### config.mk
export PLATFORM = sky130hd
export DESIGN_NAME = avg_round_seq
export DESIGN_NICKNAME = d
export VERILOG_FILES = /design/src/rtl/avg_pkg.sv /design/src/rtl/avg_opbank.sv /design/src/rtl/avg_shared_adder.sv /design/src/rtl/avg_ctrl.sv /design/src/rtl/avg_round_seq.sv
export SDC_FILE = /design/constraint.sdc
export NUM_CORES = 1
export LEC_CHECK = 0
export BUFFER_PORTS_ARGS = -buffer_cell sky130_fd_sc_hd__buf_2
export CAP_MARGIN = 20
export CORE_ASPECT_RATIO = 0.7
export CORE_MARGIN = 4
export CORE_UTILIZATION = 50
export DETAILED_ROUTE_END_ITERATION = 10
export HOLD_SLACK_MARGIN = 0.03
export PLACE_DENSITY = 0.68
export SLEW_MARGIN = 20
export SYNTH_ARGS = -nofsm -noshare
export SYNTH_HDL_FRONTEND = slang
export SYNTH_SLANG_ARGS = --single-unit
### constraint.sdc
create_clock -name clk -period 4.1 [get_ports clk]
set_input_delay 1.23 -clock clk [delete_from_list [all_inputs] [get_ports clk]]
set_output_delay 1.23 -clock clk [all_outputs]
set_load 0.05 [all_outputs]
### src/rtl/avg_pkg.sv
package avg_pkg;

   // controller steps of the shared-adder sequence
   typedef enum logic [1:0] {
      ST_IDLE = 2'd0,
      ST_LOAD = 2'd1,
      ST_ACC  = 2'd2,
      ST_RND  = 2'd3
   } avg_state_e;

endpackage

### src/rtl/avg_opbank.sv
// Operand capture bank: one register lane per operand, read through a mux.
module avg_opbank #(
   parameter int OP_W  = 7,
   parameter int N_OPS = 4,
   parameter int IDX_W = 2
) (
   input  logic                    clk,
   input  logic                    arst_n,
   input  logic                    capture_i,
   input  logic [N_OPS*OP_W-1:0]   ops_i,
   input  logic [IDX_W-1:0]        idx_i,
   output logic [OP_W-1:0]         op_o
);

   logic [OP_W-1:0] lane_q [N_OPS];

   for (genvar k = 0; k < N_OPS; k++) begin : g_lane
      always_ff @(posedge clk or negedge arst_n) begin
         if (!arst_n) begin
            lane_q[k] <= '0;
         end else if (capture_i) begin
            lane_q[k] <= ops_i[k*OP_W +: OP_W];
         end
      end
   end

   always_comb begin
      op_o = '0;
      for (int k = 0; k < N_OPS; k++) begin
         if (idx_i == IDX_W'(k)) op_o = lane_q[k];
      end
   end

endmodule

### src/rtl/avg_shared_adder.sv
// The one adder of the block: accumulation or rounding increment.
module avg_shared_adder #(
   parameter int OP_W  = 7,
   parameter int SUM_W = 9,
   parameter int SHIFT = 3
) (
   input  logic              rnd_mode_i,
   input  logic [SUM_W-1:0]  sum_i,
   input  logic [OP_W-1:0]   op_i,
   output logic [SUM_W-1:0]  out_o
);

   logic [SUM_W-1:0] quot;
   logic             bump;
   logic [SUM_W-1:0] src_a;
   logic [SUM_W-1:0] src_b;

   // quotient = sum with the low SHIFT bits dropped
   assign quot = sum_i >> SHIFT;
   // remainder at least half of the divisor: its top bit is set
   assign bump = sum_i[SHIFT-1];

   always_comb begin
      if (rnd_mode_i) begin
         src_a = quot;
         src_b = {{(SUM_W-1){1'b0}}, bump};
      end else begin
         src_a = sum_i;
         src_b = {{(SUM_W-OP_W){1'b0}}, op_i};
      end
   end

   assign out_o = src_a + src_b;

endmodule

### src/rtl/avg_ctrl.sv
// Start/ready controller with a down-counting operand loop.
module avg_ctrl
   import avg_pkg::*;
#(
   parameter int N_OPS = 4,
   parameter int CNT_W = 3,
   parameter int IDX_W = 2
) (
   input  logic               clk,
   input  logic               arst_n,
   input  logic               start_i,
   output avg_state_e         state_o,
   output logic [IDX_W-1:0]   idx_o,
   output logic               ready_o
);

   avg_state_e       state_q, state_d;
   logic [CNT_W-1:0] cnt_q, cnt_d;
   logic [IDX_W-1:0] idx_q, idx_d;

   always_comb begin
      state_d = state_q;
      cnt_d   = cnt_q;
      idx_d   = idx_q;
      unique case (state_q)
         ST_IDLE: if (start_i) state_d = ST_LOAD;
         ST_LOAD: begin
            cnt_d   = CNT_W'(N_OPS);
            idx_d   = '0;
            state_d = ST_ACC;
         end
         ST_ACC: begin
            cnt_d = cnt_q - 1'b1;
            idx_d = idx_q + 1'b1;
            // decide on the next count, not the current one
            if (cnt_d == '0) state_d = ST_RND;
         end
         ST_RND:  state_d = ST_IDLE;
         default: state_d = ST_IDLE;
      endcase
   end

   always_ff @(posedge clk or negedge arst_n) begin
      if (!arst_n) begin
         state_q <= ST_IDLE;
         cnt_q   <= '0;
         idx_q   <= '0;
      end else begin
         state_q <= state_d;
         cnt_q   <= cnt_d;
         idx_q   <= idx_d;
      end
   end

   assign state_o = state_q;
   assign idx_o   = idx_q;
   assign ready_o = (state_q == ST_IDLE);


   busy_start_chk: assert property (@(posedge clk) disable iff (!arst_n)
      (state_q != ST_IDLE) |=> (state_q != ST_LOAD))
      else $error("load entered while busy");


   cnt_live_chk: assert property (@(posedge clk) disable iff (!arst_n)
      (state_q == ST_ACC) |-> (cnt_q != '0))
      else $error("accumulating with zero count");


   last_iter_chk: assert property (@(posedge clk) disable iff (!arst_n)
      (state_q == ST_ACC && cnt_q == CNT_W'(1)) |=> (state_q == ST_RND))
      else $error("loop did not stop after last operand");


   ready_fall_chk: assert property (@(posedge clk) disable iff (!arst_n)
      $fell(ready_o) |-> $past(start_i))
      else $error("ready dropped without start");

endmodule

### src/rtl/avg_round_seq.sv
// Top: sum and result registers around the shared adder.
module avg_round_seq
   import avg_pkg::*;
#(
   parameter int OP_W  = 7,
   parameter int N_OPS = 4,
   parameter int SHIFT = 3
) (
   input  logic                    clk,
   input  logic                    arst_n,
   input  logic                    start,
   input  logic [N_OPS*OP_W-1:0]   ops_i,
   output logic                    ready,
   output logic [OP_W-1:0]         result_o
);

   localparam int SUM_W   = OP_W + $clog2(N_OPS);
   localparam int RES_W   = SUM_W - SHIFT + 1;
   localparam int CNT_W   = $clog2(N_OPS + 1);
   localparam int IDX_W   = $clog2(N_OPS);
   localparam int RES_MAX = 2 ** (SUM_W - SHIFT);

   if (N_OPS < 2) begin : g_bad_nops
      $error("N_OPS must be at least 2");
   end
   if (SHIFT < 1 || SHIFT >= SUM_W) begin : g_bad_shift
      $error("SHIFT must lie in 1..SUM_W-1");
   end
   if (RES_W > OP_W) begin : g_bad_res
      $error("rounded result does not fit the output width");
   end

   avg_state_e        state;
   logic [IDX_W-1:0]  idx;
   logic [OP_W-1:0]   cur_op;
   logic [SUM_W-1:0]  sum_q;
   logic [SUM_W-1:0]  add_out;
   logic [OP_W-1:0]   res_q;
   logic              take;

   assign take = ready & start;

   avg_ctrl #(.N_OPS(N_OPS), .CNT_W(CNT_W), .IDX_W(IDX_W)) u_ctrl (
      .clk     (clk),
      .arst_n  (arst_n),
      .start_i (start),
      .state_o (state),
      .idx_o   (idx),
      .ready_o (ready)
   );

   avg_opbank #(.OP_W(OP_W), .N_OPS(N_OPS), .IDX_W(IDX_W)) u_bank (
      .clk       (clk),
      .arst_n    (arst_n),
      .capture_i (take),
      .ops_i     (ops_i),
      .idx_i     (idx),
      .op_o      (cur_op)
   );

   avg_shared_adder #(.OP_W(OP_W), .SUM_W(SUM_W), .SHIFT(SHIFT)) u_add (
      .rnd_mode_i (state == ST_RND),
      .sum_i      (sum_q),
      .op_i       (cur_op),
      .out_o      (add_out)
   );

   always_ff @(posedge clk or negedge arst_n) begin
      if (!arst_n) begin
         sum_q <= '0;
         res_q <= '0;
      end else begin
         unique case (state)
            ST_LOAD: sum_q <= '0;
            ST_ACC:  sum_q <= add_out;
            ST_RND:  res_q <= OP_W'(add_out[RES_W-1:0]);
            default: ;
         endcase
      end
   end

   assign result_o = res_q;


   sum_clear_chk: assert property (@(posedge clk) disable iff (!arst_n)
      (state == ST_LOAD) |=> (sum_q == '0))
      else $error("sum not cleared by load");


   res_hold_chk: assert property (@(posedge clk) disable iff (!arst_n)
      (state != ST_RND) |=> $stable(result_o))
      else $error("result moved outside rounding");


   res_bound_chk: assert property (@(posedge clk) disable iff (!arst_n)
      (state == ST_RND) |=> (int'(result_o) <= RES_MAX))
      else $error("rounded result out of range");

endmodule

==> impl_metrics.json <==
{
  "gp_congestion": 0.892,
  "synth_top_family_by_area": "compound AO/OA/AOI/OAI gates",
  "final_cell_area_mm2": 0.00312,
  "period_share_pct": 80.6,
  "viasPerCell": 5.50,
  "slew_headroom_pct": 54.2,
  "fin_tns_setup_ns": 0,
  "vias": 1990,
  "wl_per_cell_um": 16.1,
  "synthesis.nets": 302,
  "finalNetCount": 337,
  "ios": 39,
  "synthAdderAreaFrac_pct": 7.87,
  "ys_top_cells_by_area": "dfrtp_1 46%, mux2_2 14%, ha_1 7.2%",
  "grt_pass1_wl_mm": 10.1,
  "grt.total_usage_pct": 18.2,
  "crit_chain": "inv_1 -> ha_1 -> a221oi_1 -> a211o_1 -> a2bb2oi_1 -> ha_1 -> inv_1 -> fa_1 -> nand2b_1 -> a21oi_1 -> a2111oi_0 -> a221o_1",
  "ir_drop_v": 0.000359,
  "yosys.area_share.simple_pct": 7.51,
  "synth_top_area_share_pct": 45.6,
  "cap_violations": 0,
  "cts_repair_resize_count": 0,
  "worst_pin_slew_ns": 0.686,
  "dieArea_mm2": 0.00688,
  "synth_area_leader_cell": "dfrtp_1",
  "clockBufferDepth": 2,
  "min_path_type": "flip-flop to flip-flop",
  "die_w_um": 97.4,
  "clock_sinks": 51,
  "syn_inst": 254,
  "cp_max_fo": 14,
  "initialDrtViolationCount": 79,
  "cts_tree": "yes",
  "post_cts_buffers": 0,
  "clock_tree.htree_level_count": 2,
  "drive_gt1_share_pct": 30.7,
  "core_mm2": 0.00534,
  "routed_wl_mm": 5.84,
  "grt_overflow_total": 0,
  "fin_util_pct": 58.5,
  "path_clk_slew_ns": 0.09,
  "grt_antenna_before_repair": 0,
  "synth_edf_count": 0,
  "p_leak_nw": 1.48,
  "netlist_area_mm2": 0.00280,
  "rows": 22,
  "path_buf_inv": 2,
  "synth-seq-cells": 51,
  "status": "completed",
  "drc": 0,
  "synth_area_per_cell_um2": 11.0,
  "ys.flop_type": "dfrtp_1",
  "grt_max_degree": 31,
  "cts_made_buffers": 5,
  "start_kind": "flip-flop",
  "antennaDiodeCount": 0,
  "portBuffers": 38,
  "async_reset_ff_share_pct": 100,
  "cts_root_buf": "clkbuf_8",
  "slowest_stage": "ha_1",
  "antenna_left": 0,
  "ctsHoldBuffers": 0,
  "first_pass_iters": 4,
  "setup-violations-final": 0,
  "place_hpwl_mm": 4.49,
  "path_class": "flip-flop to flip-flop",
  "crit_family": "compound AO/OA/AOI/OAI gates",
  "die_h_um": 70.6,
  "synth_xor_area_share_pct": 1.25,
  "arrival_ns": 3.49,
  "finalMaxSlewViolations": 0,
  "muxShareOfSynthArea_pct": 15.5,
  "cp.required_ns": 4.28,
  "worst_setup_path_end_kind": "flip-flop",
  "fin_crit_ns": 3.30,
  "synth-compound-area-share_pct": 17.0,
  "synth_cell_type_count": 48,
  "area_delta_synth_final_pct": 11.6,
  "rsz0062_at_grt": "false",
  "placed_cell_area_mm2": 0.00304,
  "grt_pass1_vias": 1973,
  "max_stage_delay_ns": 0.48,
  "power.density_mw_per_mm2": 848,
  "ys_seq_area_share_pct": 45.6,
  "initial_utilization_pct": 52.4,
  "hold_violations": 0,
  "finClkSkew_ns": 0.0103,
  "clk_latency_ns": 0.30,
  "ys_warn_count": 0,
  "max_freq_mhz": 303
}
flip-flops by register name, summed over array words and instances, names as in the netlist:
register and count:
u_ctrl.state_o 2, u_ctrl.cnt_q 3, u_ctrl.idx_o 2, sum_q 9, u_bank.lane_q 28, result_o 7
final cells by class:
cell class              instances  area [um2]
well taps                      72        90.1
repair buffers                 40         205
clock inverters                 2        12.5
fillers                       475        2220
flip-flops and latches         51        1280
clock buffers                   6        72.6
inverters                      24        90.1
multi-input cells             167        1380
synth_stat cells, types with 3 or more instances:
library cell	number
a211o_1	8
a21oi_1	14
a221oi_1	7
a22o_1	3
buf_2	8
clkbuf_1	3
dfrtp_1	51
ha_1	16
inv_1	24
mux2_2	35
mux2i_1	4
nand2_1	16
nand3_1	4
nor2_1	9
o21ai_0	10
xnor2_1	3
cells in the final DEF (no fill, tap or decap), drive strengths merged, types with 6 or more instances in the layout:
master and instances:
a211o 8, a21oi 15, a221oi 7, buf 40, clkbuf 6, dfrtp 51
ha 16, inv 24, mux2 35, nand2 17, nor2 9, o21ai 11
metrics by stage:
step	hold slack [ns]	worst slack [ns]	total power, mW	std cells
floorplan	0.457	1.19	2.03	254
global placement	0.487	1.02	2.34	354
detailed placement	0.477	0.860	2.38	354
CTS	0.503	0.827	2.67	362
global route	0.526	0.534	2.88	362
finish	0.497	0.796	2.65	362
kinds of logic after synthesis:
logic type,Yosys count
buffers and inverters,36
and+or+nand+nor,43
adders and majority gates,17
DFF,51
xor gates and xnor gates,4
AOI/OAI and AO/OA,64
muxes,39
where the power goes:
| part | internal, mW | switching (mW) | total [mW] | leakage (nW) |
|---|---|---|---|---|
| Combinational | 0.632 | 0.884 | 1.52 | 0.808 |
| Clock | 0.120 | 0.162 | 0.282 | 0.0412 |
| Sequential | 0.725 | 0.127 | 0.851 | 0.628 |
| Total | 1.48 | 1.17 | 2.65 | 1.48 |
worst reg2reg max path, stage by stage (launching register included):
cell	delay, ns
dfrtp_1	0.42
inv_1	0.13
ha_1	0.48
a221oi_1	0.10
a211o_1	0.29
a2bb2oi_1	0.17
ha_1	0.24
inv_1	0.07
fa_1	0.40
nand2b_1	0.18
a21oi_1	0.27
a2111oi_0	0.17
a221o_1	0.28
layer usage:
metal / wire, um / vias to the layer above / track usage, % / share of wire [%]
met4: 20 / 0 / 2.76 / 0.34
met5: 0 / - / 0 / 0
met1: 3130 / 963 / 29.1 / 54
met2: 2380 / 42 / 25.6 / 41
li1: - / 983 / - / -
met3: 303 / 2 / 4.04 / 5.2
path summary, 6_finish.rpt:
kind / depth (start not counted) / slack, ns / startpoint / to
worst max-delay path: 12 / 0.80 / u_ctrl.idx_o[0] / sum_q[8]
worst min-delay path: 2 / 0.50 / result_o[6] / result_o[6]
worst max register to register: 12 / 0.80 / u_ctrl.idx_o[0] / sum_q[8]
worst min register to register: 2 / 0.50 / result_o[6] / result_o[6]
max in group asynchronous: 2 / 2.42 / arst_n / sum_q[8]
min in group asynchronous: 1 / 0.95 / arst_n / u_bank.lane_q[27]
Note: power is estimated with default switching activity, not from simulation.
